File: config.mk
export PLATFORM = sky130hd
export DESIGN_NAME = alu_core
export DESIGN_NICKNAME = d
export VERILOG_FILES = /design/src/rtl/alu_pkg.sv /design/src/rtl/alu_arith.sv /design/src/rtl/alu_logic.sv /design/src/rtl/alu_flag_reg.sv /design/src/rtl/alu_core.sv
export SDC_FILE = /design/constraint.sdc
export NUM_CORES = 1
export LEC_CHECK = 0
export BUFFER_PORTS_ARGS = -buffer_cell sky130_fd_sc_hd__buf_2
export CORE_ASPECT_RATIO = 0.5
export CORE_MARGIN = 3
export CORE_UTILIZATION = 50
export CTS_BUF_LIST = sky130_fd_sc_hd__clkbuf_4
export DETAILED_ROUTE_END_ITERATION = 8
export HOLD_SLACK_MARGIN = 0.06
export PLACE_DENSITY_LB_ADDON = 0.05
export SYNTH_ARGS = -nofsm -noshare
export SYNTH_HDL_FRONTEND = slang
export SYNTH_SLANG_ARGS = --single-unit
File: constraint.sdc
create_clock -name clk -period 4.3 [get_ports clk]
set_clock_uncertainty 0.2 [all_clocks]
set_input_delay 0.215 -clock clk [delete_from_list [all_inputs] [get_ports clk]]
set_output_delay 0.215 -clock clk [all_outputs]
set_load 0.01 [all_outputs]
File: src/rtl/alu_pkg.sv
// Package alu_pkg
// Shared operation codes and classification helpers for the ALU.
// Assumes a 4-bit opcode. Values above the last defined code are unused.
package alu_pkg;

    typedef enum logic [3:0] {
        OP_ADD = 4'd0,
        OP_SUB = 4'd1,
        OP_RSB = 4'd2,
        OP_ADC = 4'd3,
        OP_SBC = 4'd4,
        OP_RSC = 4'd5,
        OP_AND = 4'd6,
        OP_BIC = 4'd7,
        OP_ORR = 4'd8,
        OP_EOR = 4'd9
    } alu_op_e;

    // True for the six forms that produce a carry or borrow
    function automatic logic op_is_arith(input logic [3:0] code);
        return (code <= 4'd5);
    endfunction

    // True for the four bitwise forms
    function automatic logic op_is_logic(input logic [3:0] code);
        return (code >= 4'd6) && (code <= 4'd9);
    endfunction

endpackage

File: src/rtl/alu_arith.sv
// Module alu_arith
// Adder/subtractor for the six arithmetic forms. The reverse forms swap the
// operands, and the chained forms fold in the stored flag. For additions the
// flag output is the carry out of the top bit. For subtractions it is the
// borrow out of the top bit.
// Assumes op is one of the arithmetic codes. Other codes give don't-care data.
module alu_arith
    import alu_pkg::*;
#(
    parameter int WIDTH = 32
) (
    input  logic [3:0]       op,
    input  logic [WIDTH-1:0] a,
    input  logic [WIDTH-1:0] b,
    input  logic             cin,
    output logic [WIDTH-1:0] res,
    output logic             cout
);
    localparam int EXT = WIDTH + 1;

    logic             swap_ops;
    logic             use_cin;
    logic             is_add;
    logic [WIDTH-1:0] lhs;
    logic [WIDTH-1:0] rhs;
    logic [EXT-1:0]   cterm;
    logic [EXT-1:0]   sum_ext;
    logic [EXT-1:0]   diff_ext;

    // Decode the operand order, carry use and direction from the opcode
    always_comb begin
        swap_ops = (op == OP_RSB) || (op == OP_RSC);
        use_cin  = (op == OP_ADC) || (op == OP_SBC) || (op == OP_RSC);
        is_add   = (op == OP_ADD) || (op == OP_ADC);
    end

    // Order the operands and form the carry term
    always_comb begin
        lhs   = swap_ops ? b : a;
        rhs   = swap_ops ? a : b;
        cterm = {{WIDTH{1'b0}}, (use_cin & cin)};
    end

    // Widened add and subtract. The extra top bit is carry or borrow.
    always_comb begin
        sum_ext  = {1'b0, lhs} + {1'b0, rhs} + cterm;
        diff_ext = {1'b0, lhs} - {1'b0, rhs} - cterm;
    end

    // Select the direction
    always_comb begin
        res  = is_add ? sum_ext[WIDTH-1:0] : diff_ext[WIDTH-1:0];
        cout = is_add ? sum_ext[EXT-1]     : diff_ext[EXT-1];
    end

endmodule

File: src/rtl/alu_logic.sv
// Module alu_logic
// Bitwise unit for and, bit-clear, or and exclusive-or, built per bit.
// Assumes op is a bitwise code. Other codes return zero.
module alu_logic
    import alu_pkg::*;
#(
    parameter int WIDTH = 32
) (
    input  logic [3:0]       op,
    input  logic [WIDTH-1:0] a,
    input  logic [WIDTH-1:0] b,
    output logic [WIDTH-1:0] res
);
    for (genvar i = 0; i < WIDTH; i++) begin : g_bit
        // Per-bit function select
        always_comb begin
            unique case (op)
                OP_AND:  res[i] = a[i] & b[i];
                OP_BIC:  res[i] = a[i] & ~b[i];
                OP_ORR:  res[i] = a[i] | b[i];
                OP_EOR:  res[i] = a[i] ^ b[i];
                default: res[i] = 1'b0;
            endcase
        end
    end

endmodule

File: src/rtl/alu_flag_reg.sv
// Module alu_flag_reg
// One-bit status register holding the carry/borrow flag.
// Assumes a synchronous active-low reset. It loads only when wr_en is high.
module alu_flag_reg (
    input  logic clk,
    input  logic rst_n,
    input  logic wr_en,
    input  logic d,
    output logic q
);
    // Flag storage with synchronous clear
    always_ff @(posedge clk) begin
        if (!rst_n)
            q <= 1'b0;
        else if (wr_en)
            q <= d;
    end

    // Flag is clear on the first edge after reset releases
    assert_reset_clear_R10: assert property (@(posedge clk)
        $rose(rst_n) |-> (q == 1'b0));

endmodule

File: src/rtl/alu_core.sv
// Module alu_core
// Top level of the ALU. It routes the operands to the arithmetic and bitwise
// units, selects the result, and gates the flag write so that only the
// arithmetic forms update the flag while upd_en is high.
// Assumes the operands are already prepared. The result is combinational.
module alu_core
    import alu_pkg::*;
#(
    parameter int WIDTH = 32
) (
    input  logic             clk,
    input  logic             rst_n,
    input  logic [3:0]       op,
    input  logic [WIDTH-1:0] rn,
    input  logic [WIDTH-1:0] op2,
    input  logic             upd_en,
    output logic [WIDTH-1:0] result,
    output logic             carry_q
);
    logic [WIDTH-1:0] arith_res;
    logic             arith_cout;
    logic [WIDTH-1:0] logic_res;
    logic             flag_wr;
    logic             sel_arith;
    logic             sel_logic;

    alu_arith #(.WIDTH(WIDTH)) u_arith (
        .op   (op),
        .a    (rn),
        .b    (op2),
        .cin  (carry_q),
        .res  (arith_res),
        .cout (arith_cout)
    );

    alu_logic #(.WIDTH(WIDTH)) u_logic (
        .op  (op),
        .a   (rn),
        .b   (op2),
        .res (logic_res)
    );

    // Classify the opcode
    always_comb begin
        sel_arith = op_is_arith(op);
        sel_logic = op_is_logic(op);
    end

    // Result select. Undefined codes give zero.
    always_comb begin
        if (sel_arith)
            result = arith_res;
        else if (sel_logic)
            result = logic_res;
        else
            result = '0;
    end

    // Only arithmetic forms may write the flag
    always_comb flag_wr = upd_en & sel_arith;

    alu_flag_reg u_flag (
        .clk   (clk),
        .rst_n (rst_n),
        .wr_en (flag_wr),
        .d     (arith_cout),
        .q     (carry_q)
    );

    // Undefined opcodes yield zero at the port
    always_comb begin
        if (rst_n && (op > 4'd9))
            assert_undef_zero_R9: assert (result == '0);
    end

    assert_hold_disabled_R8: assert property (@(posedge clk) disable iff (!rst_n)
        !upd_en |=> $stable(carry_q));

    assert_logic_keeps_flag_R7: assert property (@(posedge clk) disable iff (!rst_n)
        (upd_en && op >= 4'd6 && op <= 4'd9) |=> $stable(carry_q));

    assert_undef_keeps_flag_R9: assert property (@(posedge clk) disable iff (!rst_n)
        (op > 4'd9) |=> $stable(carry_q));

    assert_full_add_carry_R1: assert property (@(posedge clk) disable iff (!rst_n)
        (upd_en && op == 4'd0 && rn == {WIDTH{1'b1}} && op2 != '0) |=> carry_q);

endmodule

* Yosys cells after proc, flatten, opt, wreduce, memory -nomap -nowiden
Index checks and enable logic that the tools add are counted.
** Storage, ports and cells
- Input bits :: 71
- Bits in registers :: 1
- Word-level logic and storage cells :: 222
** Operators by class
- Multiplexer cells :: 38
- Add/sub/neg operators :: 4
- Eq/ne operators :: 8
- Magnitude comparators :: 3
- Reductions and logical operators :: 6
- Bitwise operators :: 162
** Operator list (count)
- $mux 32 :: 5
- $pmux 1 s4 :: 32
- $and 1x1->1 :: 66
- $add 32x32->33 :: 1
- $add 33x1->33 :: 1
- $sub 32x32->33 :: 1
- $sub 33x1->33 :: 1
- $not 1->1 :: 32
- $or 1x1->1 :: 32
- $xor 1x1->1 :: 32
- $eq 4x3->1 const B :: 4
- $eq 4x2->1 const B :: 2
- $eq 4x4->1 const B :: 2
- $ge 4x3->1 const B :: 1
- $le 4x3->1 const B :: 1
- $le 4x4->1 const B :: 1
- $logic_not 4->1 :: 1
- $logic_or 1x1->1 :: 4
- $logic_and 1x1->1 :: 1
- $mux 1 :: 1

* Logic depth before layout (Yosys ltp)
Gate-level depths: netlist of the first run.
- Depth after elaboration :: 7
- Gate-level depth with buffers :: 20
- Mapped depth without buffers :: 17

* Hierarchy
From an unflattened synthesis of the first run, not the netlist that was laid out.
** Second synthesis, totals
- Cell total of the unflattened synthesis :: 1086
- Area total of the unflattened synthesis :: 7751.2 sq um
** By module, submodules not included
- alu_arith :: area an instance 4165.2 sq um, times used 1, seq. area each 0.0 sq um, cells each 611
- alu_core :: area an instance 1868.0 sq um, times used 1, seq. area each 0.0 sq um, cells each 196
- alu_logic :: area an instance 1681.6 sq um, times used 1, seq. area each 0.0 sq um, cells each 276
- alu_flag_reg :: area an instance 36.3 sq um, times used 1, seq. area each 20.0 sq um, cells each 3

* Least setup slack after synthesis of the first run
Ideal clock, no wire load.
- Kind :: in2out
- Start point :: input port op[3]
- End point :: output port result[28]
- Path buffers :: 3
- Required time :: 3.885 ns
- Path slack :: -0.232 ns
- Stages :: 19
- Arrival time :: 4.117 ns
- Cell sequence :: buf_2 nor4b_2 or2_4 clkbuf_1 clkbuf_1 a21oi_1 fa_1 inv_1 fa_1 nand2b_1 a2111o_1 nand3_2 o211ai_2 a221o_1 a21o_4 a31oi_4 xnor2_1 a221oi_2 o21ai_1
** Between the ends
- Cells in the longest elaborated chain, start to end :: 7
** Ends and longest elaborated chain
- start, declared :: RTL line alu_core.sv:13 : input logic [3:0] op,
- $eq 4x2->1, or another cell as far along :: RTL line alu_arith.sv:32 : swap_ops = (op == OP_RSB) || (op == OP_RSC);
- $logic_or 1x1->1, on equally long branches :: RTL line alu_arith.sv:32, alu_arith.sv:33
- $mux 32, or another cell as far along :: RTL line alu_arith.sv:39 : lhs = swap_ops ? b : a;
- $sub 32x32->33, or another cell as far along :: RTL line alu_arith.sv:47 : diff_ext = {1'b0, lhs} - {1'b0, rhs} - cterm;
- $sub 33x1->33 / $add 33x1->33 (equally long branches) :: RTL line alu_arith.sv:47, alu_arith.sv:46
- $mux 32 :: RTL line alu_arith.sv:52 : res = is_add ? sum_ext[WIDTH-1:0] : diff_ext[WIDTH-1:0];
- $mux 32 (*) :: RTL line alu_core.sv:51 : if (sel_arith)
- end, declared :: RTL line alu_core.sv:17 : output logic [WIDTH-1:0] result,
Every way passes the cells marked *; elsewhere a longest branch is shown, timed or not.

* Final worst setup path of the first run
- Start point :: input port op[2]
- End point :: output port result[24]
Same word-level chain as after synthesis.

==> results of run 1 <==
-- cell type report --
type	count	share of cell area, %
timing repair buffer	149	13.4
multi-input combinational	725	79.1
tap	140	2.62
inverter	81	4.55
sequential	1	0.300
-- cells in the final DEF, fill, tap and decap left out, drive strengths merged, types with 3 or more instances in the layout --
master | synthesis | final
a211o | 4 | 4
a211oi | 8 | 8
a21boi | 4 | 4
a21o | 53 | 53
a21oi | 73 | 73
a221oi | 3 | 3
a311oi | 4 | 4
a31o | 4 | 4
a31oi | 17 | 17
a32oi | 15 | 15
and2 | 4 | 4
and3 | 11 | 11
buf | 9 | 148
fa | 4 | 4
ha | 93 | 93
inv | 81 | 81
mux2i | 3 | 3
nand2 | 106 | 106
nand2b | 10 | 10
nand3 | 24 | 24
nand4 | 7 | 7
nor2 | 37 | 37
nor2b | 10 | 10
nor3 | 12 | 12
nor4b | 3 | 3
o211ai | 4 | 4
o21ai | 69 | 69
o21bai | 9 | 9
o221ai | 15 | 15
o22ai | 4 | 4
o311ai | 3 | 3
xnor2 | 32 | 32
xor2 | 47 | 47
-- path summary, 6_finish.rpt --
check	from	end	slack [ps]	cells past startpoint
worst max-delay path	op[2]	result[24]	120	21
worst min-delay path	upd_en	u_flag.q	370	3
worst max register to register	u_flag.q	u_flag.q	380	17
worst min register to register	u_flag.q	u_flag.q	430	3
-- critical path: stages --
cell      delay (ps)
buf_2            140
nor2b_1          120
mux2i_1           80
or3b_4           400
inv_1             80
fa_1             180
inv_1             60
fa_2             350
nor2b_1          130
o21ai_1          100
a21boi_2         180
o21ai_1          110
o41a_1           470
a31oi_1          230
buf_4            160
buf_4            110
a31oi_1           90
xnor2_1          150
a21oi_1          140
o21ai_1           90
buf_2            170
-- report_power, final --
group | internal [mW] | total [mW] | switching [mW]
sequential | 0.0102 | 0.0107 | 0.000481
clock | 0 | 0 | 0
combinational | 0.551 | 1.26 | 0.712
-- metrics by stage --
stage	setup TNS [ps]	cells
5_1_grt	-44.2	1096
4_1_cts	0	1094
2_1_floorplan	0	846
3_5_place_dp	-9.00	1093
3_3_place_gp	0	1093
6_report	0	1096
-- routing by layer --
| layer | wire [µm] | GRT usage, % |
|---|---|---|
| met5 | 0 | 0 |
| met4 | 117 | 2.25 |
| met3 | 1050 | 1.79 |
| met2 | 8060 | 46.0 |
| met1 | 9180 | 39.3 |
-- logic make-up (layout without fill, tap and decap cells) --
family | after synthesis | in the layout | share of synthesized area, %
compound gates | 309 | 309 | 37.3
xor+xnor | 79 | 79 | 12.1
fa+ha+maj | 97 | 97 | 21.8
buf+inv | 120 | 230 | 8.11
flops | 1 | 1 | 0.351
mux | 3 | 3 | 0.526
simple gates | 237 | 237 | 19.8
-- repair_timing --
item,in CTS,in global routing
buffers inserted,1,2
pin swaps,4,12
gates cloned,0,1
gates resized for setup,1,15
endpoints found under the setup margin,3,17
==> impl_metrics.csv, run 1 <==
group,metric,value,unit
logic_synthesis,synthesis.nets,1014,
sta,setup_ws,123,ps
cells_and_area,top_register,"u_flag.q",
critical_path,cp_data_arrival_time,3760,ps
critical_path,crit_type,"in -> out",
logic_synthesis,synth.area.top_cells,"ha_1 (20%), xor2_1 (7.2%), nand2_1 (7.0%)",
cells_and_area,fill_cells,1045,
logic_synthesis,yosys.area.top_type_share,20.4,%
routing,dr_total_vias,6605,
die,die_w,157,µm
cells_and_area,n_antenna_cell,0,
cells_and_area,largest_reg_flops,1,
cells_and_area,drive_gt1_share,18.9,%
die,pin_count,104,
grt,grt_max_degree,26,
logic_synthesis,async_flop_share,0,%
cells_and_area,syn2layout_area_growth,17.1,%
clocking,path_clk_slew,0,ps
cells_and_area,reg_top3,"u_flag.q (1)",
clocking,clkLatencyLatePin,0,ps
cells_and_area,final_nets,1126,
placed_design,hpwlAfterDp,14.3,mm
sta,slew_viol_final,0,
logic_synthesis,yosysWarningCount,0,
sta,max_slew_margin,49.0,%
worst_hold_path,hold_path.class,"in -> reg",
sta,fmax,239,MHz
routing,vias_per_cell,6.03,
die,fp.coreArea,10600,µm²
sta,hold_viol,0,
placed_design,dp_slack,-9.00,ps
logic_synthesis,syn_area,5710,µm²
flow_run,drv_cap,0,
power_and_ir_drop,pwr_density_cell,191,nW/µm²
logic_synthesis,ys_ff_latch,1,
sta,setup_viol,0,
power_and_ir_drop,p_leak,3.47,nW
logic_synthesis,synth_most_common_cell,"nand2_1",
sta,fin_hold_ws,373,ps
cells_and_area,final_util,62.8,%
power_and_ir_drop,power,1.27,mW
grt,grtUsageTotal,27.1,%
routing,drc,0,
grt,gr-total-overflow,0,
routing,drt_iter0_drc,472,
sta,tightestPinTransition,765,ps
logic_synthesis,synth_area_leader_cell,"ha_1",
die,initial_utilization,53.6,%
run_status,status,"complete, no violations",
routing,ant_nets,0,
logic_synthesis,synth_cell_types,73,
grt,grt_pass1_vias,5882,
logic_synthesis,synth_common_cells,"nand2_1 (106), ha_1 (93), inv_1 (81)",
die,dieArea,12800,µm²
logic_synthesis,ys_seq_area_share,0.351,%
critical_path,crit_path_max_fanout,5,
logic_synthesis,synthCells,846,
die,rows,26,
critical_path,cp.required,3880,ps
logic_synthesis,synthFlopType,"dfxtp_1",
routing,routedWlPerCell,16.8,µm
grt,antenna_found_initial,0,
clocking,holdBufCountCts,0,
cells_and_area,regArea,20.0,µm²
routing,drt-pass1-iter-count,7,
placed_design,dpl-instance-area,6590,µm²
placed_design,io_buffers,103,
logic_synthesis,synth_enable_flop_cells,0,
routing,wirelength,18.4,mm
sta,fin_crit_sh,97.1,%
power_and_ir_drop,ir_drop,0.000108,V
critical_path,cp-start-kind,"input pin",
cells_and_area,final_area,6680,µm²
placed_design,gp_congestion,0.924,
critical_path,crit_path_end_kind,"output port",
sta,period_minus_slack,4180,ps
die,dieHeight,81.5,µm
cells_and_area,multi_input_area,5290,µm²
logic_synthesis,syn_area_per_cell,6.74,µm²
grt,grt_pass1_wl,29.1,mm
Power figures use the tool's default switching activity.
==> inputs of run 2 (changes only) <==
- REMOVE_ABC_BUFFERS: default -> 1
- TNS_END_PERCENT: default -> 100
==> run 2 against run 1 <==
Net effect:
- via count is 0.26% higher
- total power is 2.6% higher
- worst setup slack worse by 41 ps
- utilization is 1.5 points higher
- register-to-register slack worse by 20 ps
- critical endpoint is now result[28]
- largest power group unchanged
==> impl_metrics.csv, run 2 (synthesis gave the netlist of run 1 again) <==
group,metric,value,unit
die,rows,26,
cells_and_area,layout_commonest_cell,"nand2_1",
cells_and_area,n_antenna_cell,0,
placed_design,place_inst,1098,
worst_hold_path,hold_depth,3,
routing,ant_nets,0,
routing,drt_iter0_drc,430,
cells_and_area,regArea,20.0,µm²
placed_design,io_buffers,103,
die,die_w,157,µm
sta,rsz0062_at_grt,"true",
sta,period_minus_slack,4220,ps
grt,gr-total-overflow,0,
power_and_ir_drop,ir_drop,0.0000823,V
critical_path,crit_type,"in -> out",
die,pin_count,104,
die,dieArea,12800,µm²
critical_path,r2r_cells,17,
power_and_ir_drop,swShare,55.1,%
critical_path,crit_path_end_kind,"output port",
power_and_ir_drop,seqPwrFrac,0.8,%
cells_and_area,syn2layout_area_growth,19.9,%
clocking,path_clk_slew,0,ps
sta,fin_crit_sh,98.1,%
cells_and_area,final_nets,1136,
power_and_ir_drop,p_leak,3.53,nW
routing,wirelength,18.4,mm
power_and_ir_drop,power,1.31,mW
grt,grt_pass1_wl,29.0,mm
die,initial_utilization,53.6,%
critical_path,reg2reg_slack,360,ps
die,dieHeight,81.5,µm
grt,grt_max_degree,28,
cells_and_area,layout_common_cells,"nand2_1 (106), buf_2 (101), ha_1 (92)",
cells_and_area,drive_gt1_share,20.8,%
routing,dr_total_vias,6622,
run_status,status,"complete, no violations",
sta,max_slew_margin,51.0,%
sta,fmax,237,MHz
sta,setup_viol,0,
die,fp.coreArea,10600,µm²
routing,drc,0,
cells_and_area,top_register,"u_flag.q",
power_and_ir_drop,p_switching,0.720,mW
flow_run,drv_cap,0,
worst_hold_path,hold_path.class,"in -> reg",
cells_and_area,fill_cells,1023,
critical_path,cp.required,3880,ps
grt,grt_pass1_vias,5940,
sta,slew_viol_final,0,
grt,antenna_found_initial,0,
sta,hold_viol,0,
cells_and_area,final_area,6840,µm²
routing,vias_per_cell,5.99,
critical_path,reg2reg_from,"u_flag.q",
power_and_ir_drop,pwr_density_cell,191,nW/µm²
power_and_ir_drop,intPower,0.586,mW
critical_path,crit_path_max_fanout,4,
cells_and_area,layoutNonFillerInstCount,1106,
routing,routedWlPerCell,16.6,µm
cells_and_area,multi_input_area,5360,µm²
routing,drt-pass1-iter-count,5,
worst_hold_path,hold_end,"u_flag.q",
sta,tightestPinTransition,736,ps
placed_design,gp_congestion,0.931,
cells_and_area,reg_top3,"u_flag.q (1)",
cells_and_area,largest_reg_flops,1,
worst_hold_path,min_from,"upd_en",
critical_path,crit_start,"op[0]",
critical_path,r2r_end,"u_flag.q",
power_and_ir_drop,clkPwrFrac,0,%
critical_path,cp-start-kind,"input pin",
placed_design,hpwlAfterDp,14.3,mm
critical_path,cp_data_arrival_time,3800,ps
placed_design,dpl-instance-area,6620,µm²
power_and_ir_drop,p_comb_share,99.2,%
clocking,clkLatencyLatePin,0,ps
grt,grtUsageTotal,26.9,%
-- run 2: changes by cell type in the layout (fill, tap and decap cells not counted), sizes merged --
| cell | previous run | this run |
|---|---|---|
| buf | 148 | 158 |
-- run 2: per-layer routing --
metal | up-vias | GRT usage (%) | part of all wire (%) | wire (µm)
li1 | 3303 | - | - | -
met1 | 3116 | 38.1 | 49 | 9030
met2 | 191 | 47.2 | 45 | 8270
met3 | 12 | 1.68 | 5.5 | 1000
met4 | 0 | 2.25 | 0.48 | 89
met5 | - | 0 | 0 | 0
-- run 2: area by class of cell --
cell class / count / area share (%)
multi-input cells: 725 / 78.3
inverters: 81 / 4.44
flip-flops and latches: 1 / 0.293
repair buffers: 159 / 14.4
well taps: 140 / 2.56
-- run 2: worst max path at each step --
stage                            end
final                     result[28]
after global routing      result[24]
after CTS                 result[28]
after detailed placement  result[24]
after global placement    result[28]
after floorplan           result[27]
-- run 2: repair_timing --
action | in CTS | in global routing
gates resized for setup | 1 | 33
buffers inserted | 0 | 7
gates cloned | 0 | 1
hold buffers | 0 | 0
setup endpoints to repair | 3 | 16
pin swaps | 1 | 19
-- run 2: worst max-delay path, cell delays in order --
cell	delay (ps)
buf_2	130
nor2b_2	150
mux2i_1	70
or3b_4	390
inv_1	80
fa_2	210
inv_1	60
fa_2	340
nor2b_1	180
o21ai_2	100
a21boi_2	200
o21ai_2	100
o41a_1	470
a31oi_1	210
buf_4	150
a31o_2	170
a21oi_1	100
xor2_1	170
o21ai_1	150
buf_2	150
-- run 2: power by group through the flow --
stage          clock network [mW]  logic, mW  registers (mW)
6_report                        0       1.29          0.0111
5_1_grt                         0       1.43          0.0110
4_1_cts                         0       1.24          0.0110
3_5_place_dp                    0       1.22          0.0109
3_3_place_gp                    0       1.21          0.0110
2_1_floorplan                   0      0.829          0.0110
-- run 2: metrics by stage --
step / setup slack (ps) / utilization, % / TNS [ps] / hold slack [ps]
final: 81.5 / 64.3 / 0 / 385
after global routing: -90.6 / 64.3 / -220 / 422
after global placement: 70.1 / 62.2 / 0 / 369
after detailed placement: -1.49 / 62.2 / -1.49 / 377
after floorplan: 49.7 / - / 0 / 227
after CTS: 7.69 / 62.3 / 0 / 384
